--- src/rtl/wh_inport.sv ---
module wh_inport #(
  parameter int FLIT_W = 16,
  parameter int DEPTH  = 8
) (
  input  logic              clk,
  input  logic              rst_n,
  input  logic              up_tx,
  input  logic [FLIT_W-1:0] up_data,
  output logic              up_ack,
  output logic [FLIT_W-1:0] hdr_flit,
  output logic              route_req,
  input  logic              route_grant,
  output logic              dn_tx,
  output logic [FLIT_W-1:0] dn_data,
  input  logic              dn_ack,
  output logic              path_release
);
  localparam int AW = (DEPTH > 1) ? $clog2(DEPTH) : 1;
  localparam int CW = $clog2(DEPTH + 1);

  typedef enum logic [1:0] {S_IDLE, S_REQ, S_SEND, S_REL} st_t;

  logic [FLIT_W-1:0] mem [DEPTH];
  logic [AW-1:0]     wr_ptr, rd_ptr;
  logic [CW-1:0]     fill;
  logic              ack_q, tx_q;
  st_t               st;
  logic              hdr_gone, len_gone;
  logic [FLIT_W-1:0] remain;

  logic full, empty, wr_en, rd_en, last_pop;
  logic [FLIT_W-1:0] head;

  assign full     = (fill == CW'(DEPTH));
  assign empty    = (fill == '0);
  assign head     = mem[rd_ptr];
  assign wr_en    = up_tx && !ack_q && !full;
  assign rd_en    = tx_q && dn_ack;
  assign last_pop = rd_en && ((hdr_gone && !len_gone && head == '0) ||
                              (len_gone && remain == FLIT_W'(1)));

  assign up_ack       = ack_q;
  assign hdr_flit     = head;
  assign dn_data      = head;
  assign dn_tx        = tx_q;
  assign route_req    = (st == S_REQ);
  assign path_release = (st == S_REL);

  function automatic logic [AW-1:0] bump(input logic [AW-1:0] p);
    return (p == AW'(DEPTH - 1)) ? '0 : p + AW'(1);
  endfunction

  always_ff @(posedge clk) begin
    if (wr_en) mem[wr_ptr] <= up_data;
  end

  always_ff @(posedge clk) begin
    if (!rst_n) begin
      wr_ptr <= '0;
      rd_ptr <= '0;
      fill   <= '0;
      ack_q  <= 1'b0;
    end else begin
      ack_q <= wr_en;
      if (wr_en) wr_ptr <= bump(wr_ptr);
      if (rd_en) rd_ptr <= bump(rd_ptr);
      fill <= fill + CW'(wr_en) - CW'(rd_en);
    end
  end

  always_ff @(posedge clk) begin
    if (!rst_n) begin
      st       <= S_IDLE;
      tx_q     <= 1'b0;
      hdr_gone <= 1'b0;
      len_gone <= 1'b0;
      remain   <= '0;
    end else begin
      case (st)
        S_IDLE:  if (!empty) st <= S_REQ;
        S_REQ:   if (route_grant) st <= S_SEND;
        S_SEND:  if (last_pop) st <= S_REL;
        default: st <= S_IDLE;
      endcase

      if (rd_en)
        tx_q <= 1'b0;
      else if (st == S_SEND && !empty)
        tx_q <= 1'b1;

      if (last_pop) begin
        hdr_gone <= 1'b0;
        len_gone <= 1'b0;
        remain   <= '0;
      end else if (rd_en) begin
        if (!hdr_gone) begin
          hdr_gone <= 1'b1;
        end else if (!len_gone) begin
          len_gone <= 1'b1;
          remain   <= head;
        end else begin
          remain <= remain - FLIT_W'(1);
        end
      end
    end
  end
endmodule

--- config.mk ---
export PLATFORM = sky130hd
export DESIGN_NAME = wh_inport
export DESIGN_NICKNAME = d
export VERILOG_FILES = /design/src/rtl/wh_inport.sv
export SDC_FILE = /design/constraint.sdc
export NUM_CORES = 1
export LEC_CHECK = 0
export BUFFER_PORTS_ARGS = -buffer_cell sky130_fd_sc_hd__buf_2
export CAP_MARGIN = 20
export CORE_MARGIN = 2
export CORE_UTILIZATION = 25
export DETAILED_ROUTE_END_ITERATION = 10
export SYNTH_ARGS = -nofsm -noshare
export SYNTH_HDL_FRONTEND = slang
export SYNTH_SLANG_ARGS = --single-unit
--- constraint.sdc ---
create_clock -name clk -period 3.2 [get_ports clk]
set_input_delay 0 -clock clk [delete_from_list [all_inputs] [get_ports clk]]
set_output_delay 0 -clock clk [all_outputs]
set_load 0.005 [all_outputs]
Word level (Yosys, flattened, before mapping)
Memory sizes are Yosys's and may differ from the RTL's. A register that Yosys moved wholly into a read port is not among the register bits.
Index checks and enable logic that the tools add are counted.
{ "totals": {"reg_bits": 32, "ram_bits": 128, "output_inout_bits": 36, "elab_cells": 57, "mem_count": 1} }
{ "mem_list": {"columns": ["name", "depth", "width", "rd", "rd_clocked_by_memory_dff", "write_ports", "line_no", "source"], "rows": [
  ["mem", 8, 16, 1, 1, 1, "23", "logic [FLIT_W-1:0] mem [DEPTH];"]
]} }
{ "classes": {"addsub": 5, "eq_ne": 10, "n_mux": 11, "n_bitwise": 1, "reduce_logical": 20} }
{ "ops": {"columns": ["operator", "n"], "rows": [
  ["$eq 16x1->1 const B", 1],
  ["$logic_not 16->1", 1],
  ["$mux 16", 1],
  ["$sub 16x1->16 const B", 1],
  ["$mux 3", 4],
  ["$logic_and 1x1->1", 8],
  ["$add 3x1->3 const B", 2],
  ["$eq 3x3->1 const B", 2],
  ["$mux 2", 3],
  ["$pmux 2 s3", 1],
  ["$add 4x1->4", 1],
  ["$eq 2x2->1 const B", 2],
  ["$eq 4x4->1 const B", 1],
  ["$logic_not 1->1", 4],
  ["$logic_not 4->1", 1],
  ["$ne 2x2->1 const B", 2],
  ["$reduce_or 2->1", 2],
  ["$sub 4x1->4", 1],
  ["$reduce_and 3->1", 1],
  ["$eq 2x1->1 const B", 1],
  ["$logic_not 2->1", 1],
  ["$mux 1", 2],
  ["$ne 2x1->1 const B", 1],
  ["$reduce_and 2->1", 1],
  ["other kinds (2)", 2]
]} }

Depth between registers and ports, before layout
{ "logic_depth": {"depth_word": 7, "depth_mapped": 12} }

Least setup slack after synthesis
Ideal clock, no wire load.
{ "synth_timing": {"kind": "register -> register", "from": "register fill[2]", "to": "memory mem[2][0], enable pin", "setup_time_ps": 413, "arrival_time_ps": 2183, "t_required_ps": 2787, "path_slack_ps": 604, "stages_incl_launch_ff": 7, "n_path_buf": 0, "period_less_slack_ps": 2596, "cell_sequence": "dfxtp_1 -> inv_1 -> ha_1 -> nand2_1 -> and3b_1 -> nand2b_1 -> nor3b_1"} }
{ "synth_between": {"elab_chain_cells": 5} }
{ "synth_rtl": {"columns": ["element", "line_no", "source"], "rows": [
  ["start: declaration", "25", "logic [CW-1:0] fill;"],
  ["start signal: assignment", "67", "fill <= fill + CW'(wr_en) - CW'(rd_en);"],
  ["$eq 4x4->1", "34", "assign full = (fill == CW'(DEPTH));"],
  ["$logic_not 1->1", "37", "assign wr_en = up_tx && !ack_q && !full;"],
  ["$logic_and 1x1->1", "37", null],
  ["$mux 1", "54", "if (wr_en) mem[wr_ptr] <= up_data;"],
  ["$mux 1 (not written as such)", "54", null],
  ["end: declaration", "23", null]
]} }
Every way passes these cells.

==> summary.md <==
| Metric | Value |
|---|---|
| DP Wirelength | `11410 microns` |
| WP data required | `approximately 3.5 ns` |
| Dpl ws | `between 0.3 and 0.4 ns` |
| Drt drc | `0` |
| TritonCTS clock tree | `yes` |
| Seq cells post-synth | `~160` |
| Post-Synth Simple-Gate Area | `between 10% and 20%` |
| CTS root buffer | `clkbuf_16` |
| Async set or reset register ratio after synthesis | `0%` |
| Critical-path cell list | `buf_4 > mux4_2 > nand2_1 > nand2_1 > nand4b_1 > o21ai_2 > nand2_2 > and3_1` |
| Post-Syn Instances | `514` |
| Synth Area per Inst | `around 14 sq um` |
| Final min period | `around 2.8 ns` |
| Post-CTS Repair Setup Buffers | `0` |
| Inserted Clock Buffers | `17` |
| Fillers | `around 2900` |
| Top Family by Delay on Critical Path | `simple AND/OR/NAND/NOR gates` |
| Most used cell, CP | `nand2_1` |
| Final core utilization | `between 30% and 40%` |
| Clk sinks | `~160` |
| Die footprint | `~30000 sq um` |
| Post_cts resized | `0` |
| Slew @ Worst Pin | `between 0.6 and 0.7 ns` |
| P&R area growth vs syn | `19.63%` |
| Largest family of logic cells by synthesized area | `multiplexers` |
| Synth Flop Type | `edfxtp_1` |
| Switching part of the total | `a little over a quarter` |
| Worst-skew pair later-pin latency | `0.43 ns` |
| DR top layer | `met4` |
| P_int | `approximately 0.0037 W` |
| Final instance area | `8663 sq um` |
| Met2 wire len | `around 7900 microns` |
| Switching pwr | `0.001376 W` |
| CP Class | `register to register` |
| DRT Pass-1 Iters | `5` |
| GRT Util Overall | `a little under an eighth` |
| Met1 wire length | `~8000 microns` |
| # IOs | `57` |
| Yosys top cell by area | `edfxtp_1` |
| Final wirelength | `around 17000 microns` |
| Max Cap Violations | `0` |
| Adder-cell share of the synthesized area | `under 10%` |
| RSZ-0062 raised after global routing | `false` |
| GRT overflow | `0` |
| Post-CTS Hold Fix Bufs | `17` |
| Layout cell share with drive strength beyond 1 | `about 28%` |
| Slew Viols, Final | `0` |
| Setup Skew | `~0.0092 ns` |
| Mux contribution to synthesized area | `a little under an eighth` |
| CTS max path bufs | `2` |
| DRT antenna net count | `0` |
| Leak | `3.023 nW` |
| Port Buffer Count | `between 50 and 60` |
| Max-slew headroom | `55.72%` |
| Hold WC Path Type | `input pin to register` |
| Largest net degree at the start of global routing | `35` |
| Flop pwr share | `between 40% and 50%` |
| Nets@finish | `around 620` |
| Clock network fraction of total power | `38.0%` |
| Die Y | `174.2 microns` |
| PwrDens | `590.7 nW/um^2` |
| Core footprint | `between 20000 and 30000 sq um` |
| WL per Instance | `~17 microns` |
| Via Count | `roughly 4400` |
| Starting DRT DRC Count | `slightly below 400` |
| Final setup vio count | `0` |
| Post-Syn Area | `between 7000 and 8000 sq um` |
| Netlist cell types | `56` |
| EDFF count, synth | `about 130` |
| Crit-path slowest cell | `dfxtp_2` |
| Final Cycle Share | `88.66%` |
| Top-area cell type share of the netlist area | `a little over half` |
| Vias in the first global route | `4389` |
| Crit path capture type | `register` |
| Seq/Total Area, Yosys | `around 63%` |
| Syn_nets | `around 550` |
| Commonest cells post-synth | `edfxtp_1, nand2_1, dfxtp_1, mux4_2, a21oi_1` |
| Global-route wire length before repair | `26390 microns` |
| Initial antenna violation count | `0` |
| DR WL met3 | `1073 microns` |
| Final WS setup | `about 0.36 ns` |
| Post-synthesis compound-gate area fraction | `~7%` |
| CP max FO | `24` |
| YS warnings | `0` |
| Crit path buffers/inverters | `1` |
| Reg clk slew, reported paths | `around 0.07 ns` |
| Die X | `around 170 microns` |
| Most frequent cell after synthesis | `edfxtp_1` |
| Hold slack | `a little over 0.1 ns` |
| Area after DPL | `7923 sq um` |
| Logic pwr share | `14.2%` |
| XOR/XNOR Fraction of Synth Area | `0.2419%` |
| CP peak stage delay | `around 0.6 ns` |
| Row cnt | `a little over 60` |
| GP Congestion | `0.7588` |
| Status | `complete, no violations` |
| Worst EP arrival | `between 3 and 4 ns` |
| Initial Util | `approximately 25%` |
| Final Hold Viols | `0` |
| Via density | `between 4 and 5` |
| H-tree Lvls | `4` |
| ANT cells | `0` |
| Ranking of synthesized cells by area | `edfxtp_1, dfxtp_1, mux4_2` |
| Max VDD drop | `about 0.36 mV` |
| Setup_tns | `0 ns` |
| Achievable frequency | `352.5 MHz` |
| Critical Path Start Type | `register` |
[path summary, 6_finish.rpt]
| kind | start | end | slack [ns] | cells after the start |
|---|---|---|---|---|
| min | rst_n | hdr_gone | 0.10 | 3 |
| max | register | remain[9] | 0.36 | 8 |
| max reg2reg | register | remain[9] | 0.36 | 8 |
| min reg2reg | rd_ptr[2] | register | 0.51 | 2 |
[placed cells by master, fill, tap and decap left out, types with 5 or more instances in the layout]
| cell | instances |
|---|---|
| a21boi_0 | 5 |
| a21oi_1 | 25 |
| and2_1 | 7 |
| and3_1 | 16 |
| buf_2 | 56 |
| buf_4 | 19 |
| clkbuf_16 | 17 |
| dfxtp_1 | 33 |
| dlygate4sd3_1 | 17 |
| edfxtp_1 | 128 |
| ha_1 | 16 |
| inv_1 | 19 |
| mux2_2 | 11 |
| mux2i_1 | 6 |
| mux4_2 | 30 |
| nand2_1 | 45 |
| nor2_1 | 22 |
| nor3_1 | 13 |
| nor4_1 | 5 |
| o21ai_0 | 15 |
| o22ai_1 | 7 |
| or3_1 | 7 |
[power groups by stage]
stage	Combinational [W]	Sequential, W	Clock, W
2_1_floorplan	0.000476	0.00247	0
3_3_place_gp	0.000715	0.00249	0
3_5_place_dp	0.000720	0.00249	0
4_1_cts	0.000744	0.00245	0.00200
5_1_grt	0.000818	0.00246	0.00209
6_report	0.000725	0.00245	0.00195
[stage by stage]
stage / power [W] / instances
final: 0.005118 / 980
after global routing: 0.005362 / 980
after CTS: 0.005195 / 980
after detailed placement: 0.003214 / 931
after global placement: 0.003205 / 931
after floorplan: 0.002951 / 514
[cells by family (layout without fill, tap and decap cells)]
logic type                 Yosys count  count (layout)
AOI/OAI and AO/OA                   77              77
xor gates and xnor gates             2               2
adders and majority gates           17              17
and+or+nand+nor                    146             146
buffers and inverters               62             144
DFF                                163             163
muxes                               47              47
[routing by layer]
metal,global-route usage (%),up-vias
li1,-,2100
met1,15.68,2220
met2,17.63,103
met3,3.871,12
met4,3.641,0
met5,0,-
[registers in the layout, indices dropped and copies added, names as in the netlist, named ones only]
signal	count
fill	4
len_gone	1
hdr_gone	1
mem	128
dn_tx	1
wr_ptr	3
rd_ptr	3
up_ack	1
st	2
remain	16
[worst reg2reg max path, cell delays in order (launching register included)]
cell and delay [ns]:
dfxtp_2 0.60, buf_4 0.42, mux4_2 0.55, nand2_1 0.08
nand2_1 0.08, nand4b_1 0.28, o21ai_2 0.25, nand2_2 0.22
and3_1 0.25
[area by class of cell]
| class | instances | area, sq um | area share [%] |
|---|---|---|---|
| multi-input combinational | 289 | 2397 | 27.67 |
| clock buffer | 17 | 425.4 | 4.910 |
| sequential | 163 | 4547 | 52.48 |
| tap | 384 | 480.5 | 5.546 |
| clock inverter | 15 | 145.1 | 1.675 |
| inverter | 20 | 75.07 | 0.8666 |
| timing repair buffer | 92 | 593.1 | 6.846 |
Power figures use the tool's default switching activity.
